--- src/rtl/brk_dma_seq.sv ---
module brk_dma_seq #(
  parameter int NCH = 3
) (
  input  logic           clk,
  input  logic           rst_n,
  input  logic [NCH-1:0] brk_req,
  input  logic [NCH-1:0] fast_req,
  input  logic [NCH-1:0] dev_to_mem,
  input  logic           mem_sync,
  input  logic           mem_grant,
  input  logic           mem_strobe,
  input  logic           ph_a,
  input  logic           ph_d,
  output logic           mem_req,
  output logic [NCH-1:0] fast_clr,
  output logic [NCH-1:0] addr_acc,
  output logic [NCH-1:0] data_rdy,
  output logic [NCH-1:0] data_acc,
  output logic [NCH-1:0] sel_dev,
  output logic [NCH-1:0] sel_addr,
  output logic           reg_load,
  output logic           sa_sel
);

  logic [NCH-1:0] sync_f, adr_f, dat_f, dev_ctl;
  logic           slow;
  logic [NCH-1:0] sync_en, win;
  logic           any_sync;

  assign any_sync = |sync_f;
  assign sync_en  = brk_req & {NCH{~slow}};

  // fixed priority: lowest index wins
  always_comb begin
    logic taken;
    taken = 1'b0;
    win   = '0;
    for (int i = 0; i < NCH; i++) begin
      win[i] = sync_en[i] & ~taken;
      taken  = taken | sync_en[i];
    end
  end

  assign fast_clr = {NCH{ph_a & mem_sync}} & sync_f;
  assign addr_acc = {NCH{ph_a}} & adr_f & dat_f;
  assign data_rdy = {NCH{ph_d & ~slow}} & dat_f;
  assign data_acc = data_rdy & dev_to_mem;
  assign sel_dev  = dat_f & dev_ctl;
  assign sel_addr = dat_f & ~dev_ctl;
  assign mem_req  = any_sync;
  assign reg_load = mem_grant | mem_strobe;
  assign sa_sel   = mem_strobe & |(dat_f & ~dev_to_mem);

  always_ff @(posedge clk or negedge rst_n) begin
    if (!rst_n) begin
      sync_f  <= '0;
      adr_f   <= '0;
      dat_f   <= '0;
      dev_ctl <= '0;
      slow    <= 1'b0;
    end else if (ph_d) begin
      if (!any_sync) begin
        sync_f <= win;
        if (|(win & ~fast_req)) slow <= 1'b1;
      end
      for (int i = 0; i < NCH; i++) begin
        if (adr_f[i] && mem_sync) dat_f[i] <= 1'b1;
        else if (!adr_f[i] && !slow) dat_f[i] <= 1'b0;
      end
      dev_ctl <= dev_ctl & ~data_rdy;
    end else if (ph_a) begin
      for (int i = 0; i < NCH; i++) begin
        if (sync_f[i] && mem_sync) adr_f[i] <= 1'b1;
        else if (dat_f[i]) adr_f[i] <= 1'b0;
      end
      if (mem_sync) sync_f <= '0;
      dev_ctl <= dev_ctl | addr_acc;
      if (|(dat_f & ~adr_f)) slow <= 1'b0;
    end
  end

  AST_ONE_SYNC: assert property (@(posedge clk) disable iff (!rst_n)
    $onehot0(sync_f));

  AST_SYNC_ONLY_ON_D: assert property (@(posedge clk) disable iff (!rst_n)
    !ph_d |=> !(|(sync_f & ~$past(sync_f))));

  AST_SLOW_HOLDS_OFF: assert property (@(posedge clk) disable iff (!rst_n)
    slow |=> !(|(sync_f & ~$past(sync_f))));

  AST_FCLR_DROPS_REQ: assert property (@(posedge clk) disable iff (!rst_n)
    (|fast_clr) |=> !mem_req);

  AST_SEL_ONEHOT: assert property (@(posedge clk) disable iff (!rst_n)
    $onehot0(sel_dev));

endmodule

--- config.mk ---
export PLATFORM = sky130hd
export DESIGN_NAME = brk_dma_seq
export DESIGN_NICKNAME = d
export VERILOG_FILES = /design/src/rtl/brk_dma_seq.sv
export SDC_FILE = /design/constraint.sdc
export NUM_CORES = 1
export LEC_CHECK = 0
export BUFFER_PORTS_ARGS = -buffer_cell sky130_fd_sc_hd__buf_4
export CAP_MARGIN = 10
export CORE_AREA = 2 2 45 47
export DETAILED_ROUTE_END_ITERATION = 6
export DIE_AREA = 0 0 47 49
export PLACE_DENSITY = 0.73
export SYNTH_ARGS = -nofsm -noshare
export SYNTH_HDL_FRONTEND = slang
export SYNTH_SLANG_ARGS = --single-unit
--- constraint.sdc ---
create_clock -name clk -period 1.2 [get_ports clk]
set_input_delay 0.36 -clock clk [delete_from_list [all_inputs] [get_ports clk]]
set_output_delay 0.36 -clock clk [all_outputs]
set_load 0.01 [all_outputs]
**After elaboration in Yosys (flattened, before gate mapping)**

Index checks and enable logic that the tools add are counted.

- Equal/unequal tests: 2
- Mux-type cells: 23
- Bitwise logic cells: 29
- Reductions and logical operators: 34

Operators by type and width:

| operator | number |
|---|---|
| 3-bit bitwise AND | 12 |
| 3-bit two-way mux | 6 |
| 2-bit nonzero test | 9 |
| 1-bit two-way mux | 17 |
| 3-bit NOT | 5 |
| 3-bit AND reduction | 4 |
| 3-bit OR reduction | 4 |
| 1-bit logical AND | 9 |
| 2-bit AND reduction | 3 |
| 1-bit bitwise AND | 5 |
| 1-bit zero test | 4 |
| 1-bit NOT | 4 |
| 4-bit AND reduction | 1 |
| 3-bit bitwise OR | 1 |
| 2-bit by 1-bit != test with 1-bit output (second input constant) | 1 |
| 2-bit != test (second input constant) | 1 |
| 1-bit bitwise OR | 2 |

- Register bits after elaboration: 13
- Output and inout bits: 21

**Depth between registers and ports, before layout**

Gate-level depths: netlist of run 1.

- Word-level depth: 10
- Gate-level depth with buffers: 4

**Least setup slack after synthesis of run 1**

Ideal clock, no wire load.

- Kind: input to output
- Start point: input ph_d
- End point: output data_acc[0]
- Arrival time: 821 ps
- Required time: 840 ps
- Path slack: 19 ps
- Stages on the path: 3
- Path through: buf_6 > nor2b_1 > and3_1

- Cells in the longest elaborated chain, start to end: 3

Ends and longest elaborated chain:

| item | RTL line | source |
|---|---|---|
| start, declared | 13 | `input logic ph_d,` |
| 1-bit bitwise AND | 46 | `assign data_rdy = {NCH{ph_d & ~slow}} & dat_f;` |
| 3-bit bitwise AND | 46 |  |
| 3-bit bitwise AND | 47 | `assign data_acc = data_rdy & dev_to_mem;` |
| end, declared | 18 | `output logic [NCH-1:0] data_acc,` |

No other way between the ends.

**Worst setup path in the final report of run 1**

- Start point: register slow
- End point: output data_acc[1]

- Cells in the longest elaborated chain, start to end: 4

Ends and longest elaborated chain:

| item | RTL line | source |
|---|---|---|
| start, declared | 26 | `logic slow;` |
| start signal, assigned | 60 | `slow <= 1'b0;` |
| start signal, assigned | 64 | `if (\|(win & ~fast_req)) slow <= 1'b1;` |
| start signal, assigned | 78 | `if (\|(dat_f & ~adr_f)) slow <= 1'b0;` |
| 1-bit NOT | 46 |  |
| 1-bit bitwise AND | 46 |  |
| 3-bit bitwise AND | 46 |  |
| 3-bit bitwise AND | 47 |  |

No other way between the ends.

==> results.md, run 1 <==
* Largest area contributor in the netlist: dfrtp_1
* Slew @ Worst Pin at about 0.44 ns
* Fin nets at 172
* Number of H-tree levels at 1
* CP Max Fanout at 4
* Iter 0 DRT Violations at 24
* Via count at 1028
* RD Place Congestion at 0.816
* Pwr Density at between 1000 and 1500 mW/mm2
* Post-synth top area share at 43.6%
* Max incr delay on CP at 0.43 ns
* Met3 wire len at between 200 and 300 um
* Final setup fails at 22
* Setup Skew at 0.00817 ns
* Syn Nets at 99
* Layout cells sized above 1 at 67.1%
* Die area at between 0.002 and 0.0025 mm2
* Gate count after technology mapping at 83
* CP delay by family, top: flip-flops
* CTS sink count at 13
* Cell depth of the worst flop-to-flop path at 5
* Residual overflow from global routing at 0
* Final worst setup slack at -0.375 ns
* Final period util at 131%
* Clock Path Buffers at 2
* Core Region at 0.00184 mm2
* Top cells by area, synth: dfrtp_1, and3_1, nor2_1, a21oi_1, a22o_1
* Vias in the first global route at roughly 950
* Sequential area share after synthesis at 43.6%
* Setup crit start: slow$_DFFE_PN0P_
* Via density at 5.65
* Cell Chain, Critical Path: nor2b_2, and3_1, buf_4
* Placed Instances at 159
* Critical path arrival at 1.21 ns
* DP Worst Slack at -0.121 ns
* Max_cap viols at 0
* Setup crit end: data_acc[1]
* Clk slew on worst S/H paths at 0.09 ns
* Number of diodes at 0
* F_max at 635 MHz
* RSZ-0062 raised after global routing: true
* Worst setup SP type: flip-flop
* Routed len/inst at 18.2 um
* Synth Cell Area at 746 um2
* Num CTS Buffers at 3
* Initial Util at 40.5%
* Buf/Inv on CP at 1
* Yosys cell types at 28
* Initial antenna violation count at 0
* Final TNS setup at -5.50 ns
* Final Hold Fails at 0
* Met1 wire length at 1150 um
* Post-DP HPWL at approximately 1700 um
* Slowest CP cell: dfrtp_1
* Status: complete, but fails checks
* Worst VDD drop at between 0.001 and 0.0015 V
* Port-buffer cells at 36
* Number of fill cells at 115
* CP Capture Type: output port
* GRT Overall Usage at 25.5%
* Largest net degree at the start of global routing at 14
* Uppermost layer routed: met4
* Routed Wire Length at about 3300 um
* Failing checks: negative setup slack
* Final ANT Viol Nets at 0
* Total power at 2.29 mW
* Global-route wire length before repair at ~4200 um
* Reg2reg start: sync_f[0]$_DFFE_PN0P_
* Static leakage at roughly 0.76 nW
* Chip width at 47 um
* Min Hold Slack at 0.304 ns
* Mapped Avg Cell Area at 8.98 um2
* Clk_lat worst skew at 0.28 ns
* Final slew viol count at 0
* Met2 wire len at ~1700 um
* Type of the most critical hold path: in -> reg
* I/O pins at 37
* #FFs+latches synth at 13
* Router iterations before antenna repair at 4
* Die height at approximately 49 um
* Reg2Reg Setup Slack at -0.07 ns
* Layout area overhead at 106%
* Slew HR at 70.4%
* Critical path required time at 0.84 ns
* Clk Tree Root Cell: clkbuf_4
* Reg-to-Reg End: sync_f[2]$_DFFE_PN0P_
* Crit path time final at between 1.5 and 2 ns
* WP depth at 3
* CTS tree: built
* Row cnt at 16
* Non-filler cells, final at roughly 180
* # DRC at 0
* Kind of critical path: reg -> out
* Ys Warns at 0
## metrics by stage
step                instance area (um2)  utilization [%]
detailed placement                 1140             62.1
floorplan                           746                -
global route                       1540             83.4
CTS                                1360             73.8
global placement                   1140             62.1
finish                             1540             83.4
## where the power goes
part / switching [mW] / internal, mW / leakage (nW)
registers: 0.134 / 0.544 / 0.169
logic: 0.560 / 0.767 / 0.577
clock network: 0.152 / 0.129 / 0.0150
total: 0.845 / 1.44 / 0.761
## logic make-up (layout without fill, tap and decap cells)
family,after synthesis,in the layout,share of synthesized area (%)
AND/OR/NAND/NOR,38,38,28.0
buffers and inverters,7,79,4.53
flip-flops,13,13,43.6
AO/OA/AOI/OAI,25,25,23.8
## worst register-to-register path: stages (launching register included)
cell and delay, ns:
dfrtp_1 0.43, nor3_4 0.26, inv_2 0.08, buf_6 0.12, nor3_4 0.12, a32o_2 0.20
## synthesized netlist by cell type
library cell,instances
dfrtp_1,13
nor2_1,12
and3_1,8
a21oi_1,7
inv_1,5
nand2_1,5
a22o_1,4
a2bb2oi_1,3
and2_1,3
o21ai_0,3
nor2b_1,2
nor3_2,2
a21boi_2,1
a22oi_1,1
a31oi_1,1
a32o_1,1
and2b_1,1
and3_2,1
buf_6,1
inv_2,1
nand2b_1,1
nand2b_2,1
nor3b_1,1
o21a_1,1
o221ai_1,1
o22ai_1,1
o311ai_1,1
or2_2,1
## flip-flops by register name (all words and copies together), names as in the netlist
name     count
adr_f        3
dat_f        3
dev_ctl      3
sync_f       3
slow         1
## cell type report
class / count / area (um2) / share of cell area (%)
clock buffer: 4 / 26.3 / 1.71
tap: 27 / 33.8 / 2.20
sequential: 13 / 329 / 21.4
inverter: 6 / 22.5 / 1.47
timing repair buffer: 69 / 611 / 39.8
multi-input combinational: 63 / 513 / 33.4
## timing repair
action / in CTS / in global routing
endpoints found under the hold margin: 13 / 0
setup endpoints to repair: 22 / 27
pin swaps: 16 / 9
buffers inserted: 11 / 13
gates resized for setup: 28 / 33
hold buffers: 1 / 0
## worst min path at each step
| stage | start | end | slack (ns) | cells past startpoint |
|---|---|---|---|---|
| 6_report | ph_d | dev_ctl[1]$_DFFE_PN0P_ | 0.30 | 2 |
| 5_1_grt | ph_d | dev_ctl[1]$_DFFE_PN0P_ | 0.30 | 2 |
| 4_1_cts | ph_d | dev_ctl[1]$_DFFE_PN0P_ | 0.29 | 2 |
| 3_5_place_dp | rst_n | dev_ctl[2]$_DFFE_PN0P_ | 0.21 | 1 |
| 3_3_place_gp | rst_n | dev_ctl[2]$_DFFE_PN0P_ | 0.21 | 1 |
| 2_1_floorplan | rst_n | adr_f[0]$_DFFE_PN0P_ | 0.06 | 0 |
## layout by cell type (no fill, tap or decap), drive strengths merged
cell type     n
a21boi        1
a21oi         7
a22o          4
a22oi         1
a2bb2oi       3
a31oi         1
a32o          1
and2          3
and2b         1
and3          9
buf          68
clkbuf        4
dfrtp        13
dlygate4sd3   1
inv           6
nand2         5
nand2b        2
nor2         12
nor2b         2
nor3          2
nor3b         1
o21a          1
o21ai         3
o221ai        1
o22ai         1
o311ai        1
or2           1
## per-layer routing
layer,track usage (%),up-vias
li1,-,445
met1,26.3,488
met2,45.0,77
met3,5.19,18
met4,13.9,0
met5,0,-
(Power assumes the default switching activity.)
==> run 2: changes to the inputs <==
- CORE_AREA: 2 2 45 47 -> 2 2 41 51
- DIE_AREA: 0 0 47 49 -> 0 0 43 53
- PLACE_DENSITY: 0.73 -> 0.74
==> results.md, run 2 (synthesized netlist as in run 1, its figures left out) <==
* Layout area overhead at 109% (was 106%)
* Buf/Inv on CP at 1 (unchanged)
* Global-route wire length before repair at 4200 um (was 4170 um)
* Number of diodes at 0 (unchanged)
* RSZ-0062 raised after global routing: true (unchanged)
* Reg area at 328 um2 (was 329 um2)
* I/O pins at 37 (unchanged)
* Status: complete, but fails checks (unchanged)
* Number of fill cells at 99 (was 115)
* Pwr Density at 1430 mW/mm2 (was 1490 mW/mm2)
* CP delay by family, top: flip-flops (unchanged)
* Number of H-tree levels at 1 (unchanged)
* Reg-to-Reg End: sync_f[2]$_DFFE_PN0P_ (unchanged)
* Critical path required time at 0.84 ns (about the same)
* Max incr delay on CP at 0.42 ns (was 0.43 ns)
* Most common cell after layout, fill and taps aside: buf_4 (unchanged)
* Num CTS Buffers at 3 (unchanged)
* # DRC at 0 (unchanged)
* Iter 0 DRT Violations at 21 (was 24)
* Most Crowded Layer GR: met2 (unchanged)
* Area of the multi-input gates at 520 um2 (was 513 um2)
* Kind of critical path: reg -> out (unchanged)
* Final slew viol count at 0 (unchanged)
* CP Capture Type: output port (unchanged)
* Initial antenna violation count at 0 (unchanged)
* Slew @ Worst Pin at 0.442 ns (was 0.443 ns)
* Clk_lat worst skew at 0.28 ns (about the same)
* Max_cap viols at 0 (unchanged)
* Die height at 53 um (was 49 um)
* Failing checks: negative setup slack (unchanged)
* Static leakage at 0.769 nW (was 0.761 nW)
* Via density at 5.63 (was 5.65)
* Slowest CP cell: dfrtp_1 (unchanged)
* GRT met2 Usage at 49.0% (was 45.0%)
* Residual overflow from global routing at 0 (unchanged)
* DP Worst Slack at -0.147 ns (was -0.121 ns)
* Post-DP HPWL at 1790 um (was 1690 um)
* RD Place Congestion at 0.865 (was 0.816)
* Reg2Reg Setup Slack at -0.13 ns (was -0.07 ns)
* Final period util at 130% (was 131%)
* Worst hold endpoint: sync_f[1]$_DFFE_PN0P_ (was dev_ctl[1]$_DFFE_PN0P_)
* Final worst setup slack at -0.359 ns (was -0.375 ns)
* Via count at 1007 (was 1028)
* Router iterations before antenna repair at 4 (unchanged)
* M1 GR Usage at 25.6% (was 26.3%)
* CTS sink count at 13 (unchanged)
* GRT Overall Usage at 24.7% (was 25.5%)
* F_max at 642 MHz (was 635 MHz)
* Fin nets at 177 (was 172)
* Leading cell types in the layout, fill and taps excluded: buf_4, buf_6, dfrtp_1, and3_4, a21oi_1 (was buf_4, buf_6, dfrtp_1, nor2_1)
* Critical path arrival at 1.20 ns (was 1.21 ns)
* Grt met3 use at 3.07% (was 5.19%)
* CTS tree: built (unchanged)
* Vias in the first global route at 982 (was 946)
* Min Hold Slack at 0.327 ns (was 0.304 ns)
* Type of the most critical hold path: in -> reg (unchanged)
* Final ANT Viol Nets at 0 (unchanged)
* Clk Tree Root Cell: clkbuf_4 (unchanged)
* Fin area at 0.00156 mm2 (was 0.00154 mm2)
* Layout cells sized above 1 at 69.4% (was 67.1%)
* Crit path time final at 1.56 ns (was 1.57 ns)
* Port-buffer cells at 36 (unchanged)
* Hold Crit Depth at 2 (unchanged)
* Cell depth of the worst flop-to-flop path at 6 (was 5)
* Die area at 0.00228 mm2 (was 0.00230 mm2)
* Initial Util at 41.7% (was 40.5%)
* Placed Area at 0.00118 mm2 (was 0.00114 mm2)
* Largest net degree at the start of global routing at 14 (unchanged)
* Slew HR at 70.5% (was 70.4%)
* Chip width at 43 um (was 47 um)
* Routed len/inst at 16.5 um (was 18.2 um)
* Setup Skew at 0.00223 ns (was 0.00817 ns)
* Worst VDD drop at 0.00119 V (was 0.00102 V)
* Final Hold Fails at 0 (unchanged)
* Clock Path Buffers at 2 (unchanged)
* Row cnt at 17 (was 16)
* Routed Wire Length at 2950 um (was 3320 um)
* Cell Chain, Critical Path: nor2b_2, and3_1, buf_4 (unchanged)
* Hold Crit Start: brk_req[1] (was ph_d)
* Clk slew on worst S/H paths at 0.08 ns (was 0.09 ns)
* CP Max Fanout at 3 (was 4)
* Core Region at 0.00179 mm2 (was 0.00184 mm2)
* Reg2reg start: sync_f[0]$_DFFE_PN0P_ (unchanged)
* Final setup fails at 23 (was 22)
* Worst setup SP type: flip-flop (unchanged)
## run 2: how the worst max path moves through the flow
stage	cells after the start	end	slack, ns	startpoint
2_1_floorplan	3	data_acc[0]	0.02	ph_d
4_1_cts	3	data_acc[2]	-0.30	slow$_DFFE_PN0P_
3_3_place_gp	5	data_rdy[0]	-0.11	ph_d
6_report	3	data_acc[0]	-0.36	slow$_DFFE_PN0P_
5_1_grt	3	data_acc[0]	-0.39	slow$_DFFE_PN0P_
3_5_place_dp	4	data_acc[2]	-0.15	ph_d
## run 2: metal layers
metal | part of all wire (%) | vias to the layer above
met2 | 57 | 53
met5 | 0 | -
met3 | 5.5 | 10
li1 | - | 455
met4 | 2.1 | 0
met1 | 36 | 489
## run 2: worst reg2reg max path, stage by stage (launching register included)
cell and delay (ns):
dfrtp_1 0.42, nor3_2 0.24, inv_2 0.07, buf_4 0.13
buf_6 0.11, nor3_4 0.12, a32o_1 0.18
## run 2: layout make-up
| class | instances | area share [%] |
|---|---|---|
| clock buffer | 4 | 1.69 |
| inverter | 6 | 1.45 |
| multi-input combinational | 63 | 33.4 |
| sequential | 13 | 21.0 |
| tap | 19 | 1.53 |
| timing repair buffer | 74 | 40.9 |
## run 2: power breakdown
part	internal, mW	switching (mW)	total, mW
Combinational	0.765	0.528	1.29
Sequential	0.541	0.115	0.656
Clock	0.129	0.145	0.274
## run 2: through the flow
stage / instances / util (%) / total power, mW / TNS [ns]
after CTS: 171 / 79.3 / 1.94 / -4.59
after floorplan: 83 / - / 0.964 / 0
after global routing: 179 / 87.2 / 2.34 / -6.32
after global placement: 157 / 66.0 / 1.39 / -0.885
final: 179 / 87.2 / 2.22 / -5.27
after detailed placement: 157 / 66.0 / 1.41 / -1.02
## run 2: what timing repair did
| item | in CTS | in global routing |
|---|---|---|
| gates resized for setup | 37 | 21 |
| pin swaps | 15 | 12 |
| endpoints found under the hold margin | 13 | 0 |
| buffers inserted | 12 | 10 |
| endpoints found under the setup margin | 24 | 26 |
| hold buffers | 1 | 0 |
==> run 3: changes to the inputs <==
- CORE_AREA: 2 2 41 51 -> 2 2 41 50
- CTS_BUF_LIST: default -> sky130_fd_sc_hd__clkbuf_4 sky130_fd_sc_hd__clkbuf_8
- DIE_AREA: 0 0 43 53 -> 0 0 43 52
- PLACE_DENSITY: 0.74 -> 0.75
==> results.md, run 3 (synthesized netlist as in run 1, its figures left out) <==
* Core Region at 0.00179 mm2 (unchanged)
* Chip width at 43 um (unchanged)
* Worst setup SP type: flip-flop (unchanged)
* Port-buffer cells at 36 (unchanged)
* Static leakage at 0.719 nW (was 0.769 nW)
* Initial Util at 41.7% (unchanged)
* Fin nets at 167 (was 177)
* # DRC at 0 (unchanged)
* Worst VDD drop at 0.00116 V (was 0.00119 V)
* Layout area overhead at 97.5% (was 109%)
* Placed Area at 0.00114 mm2 (was 0.00118 mm2)
* Min Hold Slack at 0.326 ns (was 0.327 ns)
* Via count at 947 (was 1007)
* Post-DP HPWL at 1760 um (was 1790 um)
* Routed Wire Length at 2980 um (was 2950 um)
* Type of the most critical hold path: in -> reg (unchanged)
* CP Max Fanout at 3 (unchanged)
* Clock Path Buffers at 2 (unchanged)
* Initial antenna violation count at 0 (unchanged)
* Total power at 2.11 mW (was 2.22 mW)
* Final setup fails at 21 (was 23)
* CTS sink count at 13 (unchanged)
* Cell Chain, Critical Path: inv_2, o22ai_1, o21a_1, buf_6 (was nor2b_2, and3_1, buf_4)
* Critical path required time at 0.84 ns (about the same)
* Final ANT Viol Nets at 0 (unchanged)
* Non-filler cells, final at 169 (was 179)
* CTS tree: built (unchanged)
* Critical path arrival at 1.24 ns (was 1.20 ns)
* DP Worst Slack at -0.147 ns (about the same)
* Kind of critical path: reg -> out (unchanged)
* Via density at 5.60 (was 5.63)
* Max_cap viols at 0 (unchanged)
* Placed Instances at 152 (was 157)
* Residual overflow from global routing at 0 (unchanged)
* Status: complete, but fails checks (unchanged)
* Reg2reg start: sync_f[1]$_DFFE_PN0P_ (was sync_f[0]$_DFFE_PN0P_)
* Router iterations before antenna repair at 4 (unchanged)
* Hold Crit Start: brk_req[1] (unchanged)
* Failing checks: negative setup slack (unchanged)
* F_max at 626 MHz (was 642 MHz)
* Number of H-tree levels at 1 (unchanged)
* Clk_lat worst skew at 0.29 ns (was 0.28 ns)
* Clk slew on worst S/H paths at 0.09 ns (was 0.08 ns)
* Setup Skew at 0.0102 ns (was 0.00223 ns)
* Die height at 52 um (was 53 um)
* Routed len/inst at 17.6 um (was 16.5 um)
* Number of diodes at 0 (unchanged)
* Iter 0 DRT Violations at 21 (unchanged)
* Pwr Density at 1430 mW/mm2 (about the same)
* Crit path time final at 1.60 ns (was 1.56 ns)
* Layout cells sized above 1 at 64.0% (was 69.4%)
* Final Hold Fails at 0 (unchanged)
* Max incr delay on CP at 0.47 ns (was 0.42 ns)
* RD Place Congestion at 0.857 (was 0.865)
* Slew HR at 72.6% (was 70.5%)
* Num CTS Buffers at 3 (unchanged)
* Final period util at 133% (was 130%)
* Largest net degree at the start of global routing at 14 (unchanged)
* Row cnt at 17 (unchanged)
* RSZ-0062 raised after global routing: true (unchanged)
* GRT Overall Usage at 23.7% (was 24.7%)
* Final core occ at 82.4% (was 87.2%)
* Final slew viol count at 0 (unchanged)
* I/O pins at 37 (unchanged)
* Fin area at 0.00147 mm2 (was 0.00156 mm2)
* Setup crit start: dat_f[1]$_DFFE_PN0P_ (was slow$_DFFE_PN0P_)
* Slowest CP cell: dfrtp_1 (unchanged)
* CP Capture Type: output port (unchanged)
* Leading cell types in the layout, fill and taps excluded: buf_4, buf_6, dfrtp_1, and3_4, a21oi_1 (unchanged)
* Most common cell after layout, fill and taps aside: buf_4 (unchanged)
* Slew @ Worst Pin at 0.410 ns (was 0.442 ns)
* Vias in the first global route at 899 (was 982)
* Final TNS setup at -5.85 ns (was -5.27 ns)
* Final worst setup slack at -0.397 ns (was -0.359 ns)
* Global-route wire length before repair at 3950 um (was 4200 um)
* Clk Tree Root Cell: clkbuf_4 (unchanged)
* Die area at 0.00224 mm2 (was 0.00228 mm2)
-- run 3: final timing paths --
path | endpoint | slack (ns) | cells past startpoint
max | sa_sel | -0.40 | 4
min | sync_f[1]$_DFFE_PN0P_ | 0.33 | 2
max reg2reg | sync_f[2]$_DFFE_PN0P_ | -0.02 | 5
min reg2reg | adr_f[0]$_DFFE_PN0P_ | 0.58 | 1
max in group asynchronous | sync_f[0]$_DFFE_PN0P_ | 0.57 | 2
min in group asynchronous | dev_ctl[1]$_DFFE_PN0P_ | 0.45 | 2
-- run 3: critical path: cells and delay by family (launching register included) --
family / cells / cell delay, ns
flip-flops: 1 / 0.47
AO/OA/AOI/OAI: 2 / 0.30
buffers and inverters: 2 / 0.17
-- run 3: cell type report --
| cell class | instances | area (um2) |
|---|---|---|
| repair buffers | 64 | 569 |
| clock inverters | 1 | 5.00 |
| fillers | 102 | 314 |
| clock buffers | 3 | 22.5 |
| multi-input cells | 63 | 503 |
| inverters | 6 | 22.5 |
| flip-flops and latches | 13 | 327 |
| well taps | 19 | 23.8 |
-- run 3: routing by layer --
| metal | vias to the layer above | GRT usage (%) | wire length, um |
|---|---|---|---|
| li1 | 433 | - | - |
| met2 | 48 | 45.5 | 1660 |
| met1 | 456 | 25.6 | 1070 |
| met5 | - | 0 | 0 |
| met4 | 0 | 8.59 | 83 |
| met3 | 10 | 4.17 | 170 |
-- run 3: power by group --
part           internal [mW]  switching [mW]  total (mW)
combinational          0.661           0.505        1.17
clock                  0.124           0.160       0.284
sequential             0.540           0.118       0.658
total                   1.32           0.783        2.11
-- run 3: what timing repair did --
action,CTS,global route
hold endpoints to repair,13,0
gates cloned,0,0
buffers inserted,10,5
hold buffers,1,0
resized for setup,21,33
setup endpoints to repair,22,23
pin swaps,11,9
